--- src/rtl/lock_pkg.sv ---
package lock_pkg;
    localparam int RES_W  = 2;
    localparam int STAT_W = 2;

    typedef enum logic [1:0] {
        LK_IDLE = 2'd0,
        LK_ACQ  = 2'd1,
        LK_HELD = 2'd2,
        LK_REL  = 2'd3
    } lk_state_e;

    typedef enum logic [RES_W-1:0] {
        RES_OK     = 2'b00,
        RES_RETRY  = 2'b01,
        RES_TABORT = 2'b10,
        RES_MABORT = 2'b11
    } txn_res_e;
endpackage

--- src/rtl/lock_fsm.sv ---
module lock_fsm
    import lock_pkg::*;
(
    input  logic                 clk,
    input  logic                 rst_n,
    input  logic                 init_lock_n,
    input  logic                 init_frame_n,
    input  logic                 req_down,
    input  logic                 cpl_lk,
    input  logic [RES_W-1:0]     cpl_res,
    input  logic                 cpl_posted,
    input  logic                 lk_pw_pend,
    output lk_state_e            state_o,
    output logic                 tgt_lock_n,
    output logic                 hold
);
    lk_state_e state_q, state_d;
    logic      rel_seen_q, rel_seen_d;
    logic      rel_now, released, retry_cpl, posted_done;

    // Release: lock and frame both sampled high.
    assign rel_now     = init_lock_n && init_frame_n;
    assign released    = rel_now || rel_seen_q;
    assign retry_cpl   = cpl_lk && (cpl_res == RES_RETRY);
    assign posted_done = cpl_lk && !retry_cpl && cpl_posted && released;

    always_comb begin
        state_d = state_q;
        unique case (state_q)
            LK_IDLE: if (!init_lock_n && !init_frame_n && req_down) state_d = LK_ACQ;
            LK_ACQ: begin
                if (retry_cpl)        state_d = LK_IDLE;
                else if (posted_done) state_d = LK_IDLE;
                else if (cpl_lk)      state_d = LK_HELD;
            end
            LK_HELD: begin
                if (posted_done)                   state_d = LK_IDLE;
                else if (released && !lk_pw_pend)  state_d = LK_REL;
            end
            LK_REL: state_d = LK_IDLE;
            default: state_d = LK_IDLE;
        endcase
    end

    assign rel_seen_d = ((state_d == LK_ACQ) || (state_d == LK_HELD)) && released;

    always_ff @(posedge clk or negedge rst_n) begin
        if (!rst_n) begin
            state_q    <= LK_IDLE;
            rel_seen_q <= 1'b0;
        end else begin
            state_q    <= state_d;
            rel_seen_q <= rel_seen_d;
        end
    end

    always_comb begin
        tgt_lock_n = 1'b1;
        hold       = 1'b1;
        unique case (state_q)
            LK_IDLE: hold       = 1'b0;
            LK_ACQ:  tgt_lock_n = 1'b0;
            LK_HELD: tgt_lock_n = 1'b0;
            LK_REL:  tgt_lock_n = 1'b1;
            default: hold       = 1'b0;
        endcase
    end

    assign state_o = state_q;
endmodule

--- src/rtl/abort_trk.sv ---
module abort_trk
    import lock_pkg::*;
(
    input  logic                 clk,
    input  logic                 rst_n,
    input  logic                 cpl_lk,
    input  logic [RES_W-1:0]     cpl_res,
    input  logic                 cpl_posted,
    input  logic                 repeat_req,
    input  logic                 serr_en,
    input  logic                 mabort_mode,
    input  logic [STAT_W-1:0]    stat_clr,
    output logic [RES_W-1:0]     abort_ret,
    output logic                 serr_n,
    output logic [STAT_W-1:0]    abort_stat
);
    logic [RES_W-1:0]  pend_q;
    logic [STAT_W-1:0] stat_set;
    logic              is_abort, is_tab, is_mab, serr_hit;

    assign is_abort = cpl_lk && ((cpl_res == RES_TABORT) || (cpl_res == RES_MABORT));
    assign is_tab   = is_abort && (cpl_res == RES_TABORT);
    assign is_mab   = is_abort && (cpl_res == RES_MABORT);
    assign stat_set = {is_mab, is_tab};
    assign serr_hit = cpl_posted && serr_en && (is_tab || (is_mab && mabort_mode));

    always_ff @(posedge clk or negedge rst_n) begin
        if (!rst_n) begin
            pend_q     <= RES_OK;
            abort_ret  <= RES_OK;
            serr_n     <= 1'b1;
            abort_stat <= '0;
        end else begin
            if (is_abort && !cpl_posted) pend_q <= cpl_res;
            else if (repeat_req)         pend_q <= RES_OK;
            abort_ret  <= repeat_req ? pend_q : RES_OK;
            serr_n     <= !serr_hit;
            abort_stat <= (abort_stat & ~stat_clr) | stat_set;
        end
    end
endmodule

--- src/rtl/bridge_lock_ctrl.sv ---
module bridge_lock_ctrl
    import lock_pkg::*;
(
    input  logic        clk,
    input  logic        rst_n,
    input  logic        init_lock_n,
    input  logic        init_frame_n,
    input  logic        req_down,
    input  logic        txn_valid,
    input  logic        txn_down,
    input  logic        txn_locked,
    input  logic        txn_posted,
    input  logic [1:0]  txn_result,
    input  logic        lk_pw_pend,
    input  logic        repeat_req,
    input  logic        serr_en,
    input  logic        mabort_mode,
    input  logic [1:0]  stat_clr,
    output logic        tgt_lock_n,
    output logic        hold_unlocked,
    output logic [1:0]  abort_ret,
    output logic        serr_n,
    output logic [1:0]  abort_stat
);
    lk_state_e fsm_st;
    logic      cpl_lk;

    // Only downstream locked completions take part in locking.
    assign cpl_lk = txn_valid && txn_down && txn_locked;

    lock_fsm u_fsm (
        .clk          (clk),
        .rst_n        (rst_n),
        .init_lock_n  (init_lock_n),
        .init_frame_n (init_frame_n),
        .req_down     (req_down),
        .cpl_lk       (cpl_lk),
        .cpl_res      (txn_result),
        .cpl_posted   (txn_posted),
        .lk_pw_pend   (lk_pw_pend),
        .state_o      (fsm_st),
        .tgt_lock_n   (tgt_lock_n),
        .hold         (hold_unlocked)
    );

    abort_trk u_abort (
        .clk         (clk),
        .rst_n       (rst_n),
        .cpl_lk      (cpl_lk),
        .cpl_res     (txn_result),
        .cpl_posted  (txn_posted),
        .repeat_req  (repeat_req),
        .serr_en     (serr_en),
        .mabort_mode (mabort_mode),
        .stat_clr    (stat_clr),
        .abort_ret   (abort_ret),
        .serr_n      (serr_n),
        .abort_stat  (abort_stat)
    );
endmodule

--- config.mk ---
export PLATFORM = sky130hd
export DESIGN_NAME = bridge_lock_ctrl
export DESIGN_NICKNAME = d
export VERILOG_FILES = /design/src/rtl/lock_pkg.sv /design/src/rtl/lock_fsm.sv /design/src/rtl/abort_trk.sv /design/src/rtl/bridge_lock_ctrl.sv
export SDC_FILE = /design/constraint.sdc
export NUM_CORES = 1
export LEC_CHECK = 0
export BUFFER_PORTS_ARGS = -buffer_cell sky130_fd_sc_hd__buf_2
export CAP_MARGIN = 20
export CORE_AREA = 2 2 39 41
export DETAILED_ROUTE_END_ITERATION = 7
export DIE_AREA = 0 0 41 43
export GPL_TIMING_DRIVEN = 0
export PLACE_DENSITY = 0.75
export SYNTH_ARGS = -nofsm -noshare
export SYNTH_HDL_FRONTEND = slang
export SYNTH_SLANG_ARGS = --single-unit
export TNS_END_PERCENT = 100
--- constraint.sdc ---
create_clock -name clk -period 1.99 [get_ports clk]
set_input_delay 0.0995 -clock clk [delete_from_list [all_inputs] [get_ports clk]]
set_output_delay 0.0995 -clock clk [all_outputs]
set_load 0.02 [all_outputs]
# == Word level (Yosys, flattened, before mapping) ==
# Cells that the tools add are included.
# op_classes
reduce_logical,31
mux,12
bitwise_logic,3
n_eq_ne,8
# ops
operator,count
logical AND 1 bit,18
two-way mux 2 bit,9
equality test 2 bit (second input constant),5
one-hot mux 2 bit (4 select lines),1
equality test 2 x 1 -> 1 bit (second input constant),3
logical NOT 1 bit,6
logical OR 1 bit,4
bitwise AND 2 bit,1
logical NOT 2 bit,1
two-way mux 1 bit,2
inverter 2 bit,1
bitwise OR 2 bit,1
nonzero test 2 bit,1
OR reduction 2 bit,1
# word_totals
register_bits,10
output_inout_bits,7

# == Depth between registers and ports, before layout ==
# depth
ltp_word,13
ltp_mapped,7

# == By module ==
# A second synthesis with hierarchy kept.
# hier_totals
hier_cells,55
hier_area_um2,535.5
# modules_own_cells
mod,seq_area_each_um2,cells_each,area_per_inst_um2,instances
lock_fsm,75.1,32,265.3,1
abort_trk,176.4,22,264.0,1
bridge_lock_ctrl,0.0,1,6.3,1

# == Least setup slack after synthesis ==
# OpenSTA, ideal clock, no wires.
# synth_timing
path_kind,flip-flop to flip-flop
startpoint,"reg u_fsm.state_q[0], in the netlist u_fsm.state_o[0]"
endpoint,reg u_fsm.rel_seen_q
required_time_ps,1913
setup_time_ps,77
path_stages_with_launch,8
setup_slack_ps,280
arrival_time_ps,1632
cell_sequence,dfrtp_1 -> inv_1 -> ha_1 -> inv_1 -> or3_1 -> a311o_1 -> a21o_1 -> a21oi_1
# synth_via
elab_chain_cells,7
# synth_rtl
element,line_no,text
"start, declared",lock_fsm.sv:17,"lk_state_e state_q, state_d;"
"start signal, assigned",lock_fsm.sv:52,state_q <= state_d;
two-way mux 2 bit,lock_fsm.sv:34,else if (cpl_lk) state_d = LK_HELD;
two-way mux 2 bit,lock_fsm.sv:33,else if (posted_done) state_d = LK_IDLE;
two-way mux 2 bit,lock_fsm.sv:32,if (retry_cpl) state_d = LK_IDLE;
one-hot mux 2 bit (4 select lines) *,lock_fsm.sv:29,unique case (state_q)
equality test 2 x 1 -> 1 bit / equality test 2 bit (equally long branches),lock_fsm.sv:45,assign rel_seen_d = ((state_d == LK_ACQ) || (state_d == LK_HELD)) && released;
logical OR 1 bit *,lock_fsm.sv:45,
logical AND 1 bit *,lock_fsm.sv:45,
via u_fsm.rel_seen_d,lock_fsm.sv:18,"logic rel_seen_q, rel_seen_d;"
"end signal, assigned",lock_fsm.sv:53,rel_seen_q <= rel_seen_d;
"end, declared",lock_fsm.sv:18,
# The timed path passes the listed nets; every way through them passes the cells marked *.
# A chain may end at the register's enable or synchronous reset.

# == Worst setup path after layout ==
# Ends and elaborated chain as after synthesis.

==> results.yml <==
global_route:
  grt_max_degree: 11
  antenna_found_initial: 0
  grt_pass1_vias: 463
  grt_use_total: 0.1499
  grt_overflow: 0
  grt_pass1_wl_mm: 1.814
power_and_ir_drop:
  p_sw_frac: 0.3459
  leakage_nw: 0.3765
  ir_drop_mv: 0.6556
  powerDensity_nw_per_um2: 900.7
  power_frac_comb: 0.371
  p_int_mw: 0.4379
  seqPwrFrac: 0.353
  p_sw_mw: 0.2315
  pwr-share-clk: 0.276
floorplan:
  start_util: 0.4060
  die_h_um: 43
  core-area_sq_um: 1384
  rows: 14
  die_w_um: 41
  dieArea_sq_um: 1763
  io-pin-count: 24
yosys:
  ys_seq_elements: 10
  synth_cell_types: 26
  synth_top_area_frac: 0.4009
  yosys-top-cells-area: "dfrtp_1 40%, ha_1 8.9%, inv_1 6.0%"
  yosysTopAreaCell: "dfrtp_1"
  syn_area_per_cell_sq_um: 10.40
  syn_inst: 54
  syn-cell-area_sq_um: 561.8
  syn_nets: 75
  seq_area_frac_synth: 0.4477
  ys_warn_count: 0
flow_run:
  maxCapViolations: 0
timing:
  worst_pin_slew_ns: 0.3472
  fin_crit_ns: 1.828
  setup_viol: 0
  fin_crit_sh: 0.9187
  slew_headroom: 0.7661
  fmax_ghz: 0.5470
  hold_slack_ns: 0.01053
  finalMaxSlewViolations: 0
  finalClockSkew_ns: 0.0002700
  rsz0062_at_grt: "false"
  finalSetupTns_ns: 0
  final-hold-violation-count: 0
run_status:
  status: "finished clean"
drt:
  routedWlPerCell_um: 11.14
  drc: 0
  drtPass1Iterations: 4
  num_vias: 507
  via_per_inst: 5.173
  drt-initial-drc-count: 4
  wl_mm: 1.092
  drtAntennaViolNets: 0
clocking:
  cts-root-buf: "clkbuf_4"
  cts_buffers: 3
  cts_tree: "yes"
  clk_path_buf_depth: 2
  clock_latency_ns: 0.26
  cts.sink_count: 10
  cts_setup_buffers: 0
  htree_levels: 1
  path_clk_slew_ns: 0.07
cells_and_area:
  final_cell_mix: "23 x buf_2, 9 x inv_1, 9 x dfrtp_1, 4 x nand2_1, 4 x ha_1"
  layout.nets: 104
  layout_commonest_cell: "buf_2"
  antenna_cells: 0
  drive_gt1_frac: 0.3902
  area_growth_pct: 32.29
critical_path:
  r2r_end: "u_fsm.rel_seen_q$_DFF_PN0_"
  critPathRequiredTime_ns: 2.18
  crit_fanout: 4
  crit_path_end_kind: "flop"
  r2r_cells: 7
  worst-r2r-setup-slack_ns: 0.16
  crit_end: "u_fsm.rel_seen_q$_DFF_PN0_"
  arrival_ns: 2.02
  critPathLaunchType: "flop"
  reg2reg_from: "u_fsm.state_o[0]$_DFF_PN0_"
  crit_start: "u_fsm.state_o[0]$_DFF_PN0_"
  critPathKind: "flop to flop"
place:
  dp_hpwl_um: 904.4
  port_buffers: 23
  place_congestion: 0.6608
worst_hold_path:
  hp-start: "stat_clr[1]"
  holdPathStages: 2
  hold_path.class: "input pin to flop"
-- metal layers --
layer / up-vias / GRT usage / part of all wire
li1: 251 / - / -
met1: 240 / 0.1656 / 0.39
met2: 14 / 0.2594 / 0.54
met3: 2 / 0.03141 / 0.061
met4: 0 / 0.06000 / 0.010
met5: - / 0 / 0
-- cell families (layout without fill, tap and decap cells) --
kind of cell             count (synthesis)  after routing  synth area share
adder cells (fa/ha/maj)                  4              4           0.08909
AO/OA/AOI/OAI                           15             15            0.2250
flip-flops                              10             10            0.4477
AND/OR/NAND/NOR                         16             16            0.1782
buffers and inverters                    9             37           0.06013
-- registers in the layout, indices dropped and copies added (netlist names) --
register and count:
u_abort.abort_ret 2, u_fsm.state_o 2, u_abort.serr_n 1, u_abort.pend_q 2, u_abort.abort_stat 2, u_fsm.rel_seen_q 1
-- worst max-delay path, cell delays in order (launching register included) --
cell,delay (ns)
dfrtp_1,0.40
inv_1,0.13
ha_1,0.21
inv_1,0.06
or3_1,0.34
a311o_1,0.35
a21o_1,0.17
a21oi_1,0.11
-- Yosys cell counts --
cell type and number:
a211o_1 1, a21o_1 1, a21oi_1 1, a21oi_2 1
a311o_1 1, and2_1 2, and3_1 1, and4b_4 1
dfrtp_1 9, dfstp_2 1, ha_1 4, inv_1 9
nand2_1 4, nand2b_1 1, nand3_1 2, nand3b_1 1
nand4b_1 1, nor2b_1 1, nor3b_1 1, o211ai_1 1
o21ai_0 3, o22ai_1 3, o31a_2 1, o31ai_1 1
o41ai_4 1, or3_1 1
-- area by class of cell --
class | instances | area, sq um
timing repair buffer | 24 | 125.1
inverter | 9 | 33.78
multi-input combinational | 35 | 276.5
sequential | 10 | 251.5
fill | 132 | 640.6
clock buffer | 4 | 36.28
tap | 16 | 20.02
-- per-stage QoR --
step	util	total power [mW]	area, sq um	setup WS (ns)	std cells
final	0.5371	0.6694	743.2	0.1618	98
after global routing	0.5371	0.7159	743.2	0.04296	98
after CTS	0.5371	0.6775	743.2	0.1515	98
after detailed placement	0.5036	0.4886	696.9	0.1656	93
after global placement	0.5036	0.4836	696.9	0.1908	93
after floorplan	-	0.4186	561.8	0.2802	54
-- power by group through the flow --
stage                     logic [mW]  clock network, mW  registers, mW
after global routing           0.275              0.202          0.239
after global placement         0.244                  0          0.240
after floorplan                0.178                  0          0.240
final                          0.248              0.184          0.237
after detailed placement       0.248                  0          0.240
after CTS                      0.251              0.190          0.237
-- worst min path at each step --
stage                                      endpoint  slack, ns
global route        u_abort.abort_stat[1]$_DFF_PN0_       0.01
floorplan            u_abort.abort_ret[0]$_DFF_PN0_      -0.20
global placement     u_abort.abort_ret[0]$_DFF_PN0_      -0.03
finish              u_abort.abort_stat[1]$_DFF_PN0_       0.01
detailed placement   u_abort.abort_ret[1]$_DFF_PN0_      -0.03
CTS                 u_abort.abort_stat[1]$_DFF_PN0_      0.005
-- what timing repair did --
item	4_1_cts	5_1_grt
gates resized for setup	0	0
hold endpoints to repair	10	0
hold buffers	1	0
Power figures use the tool's default switching activity.
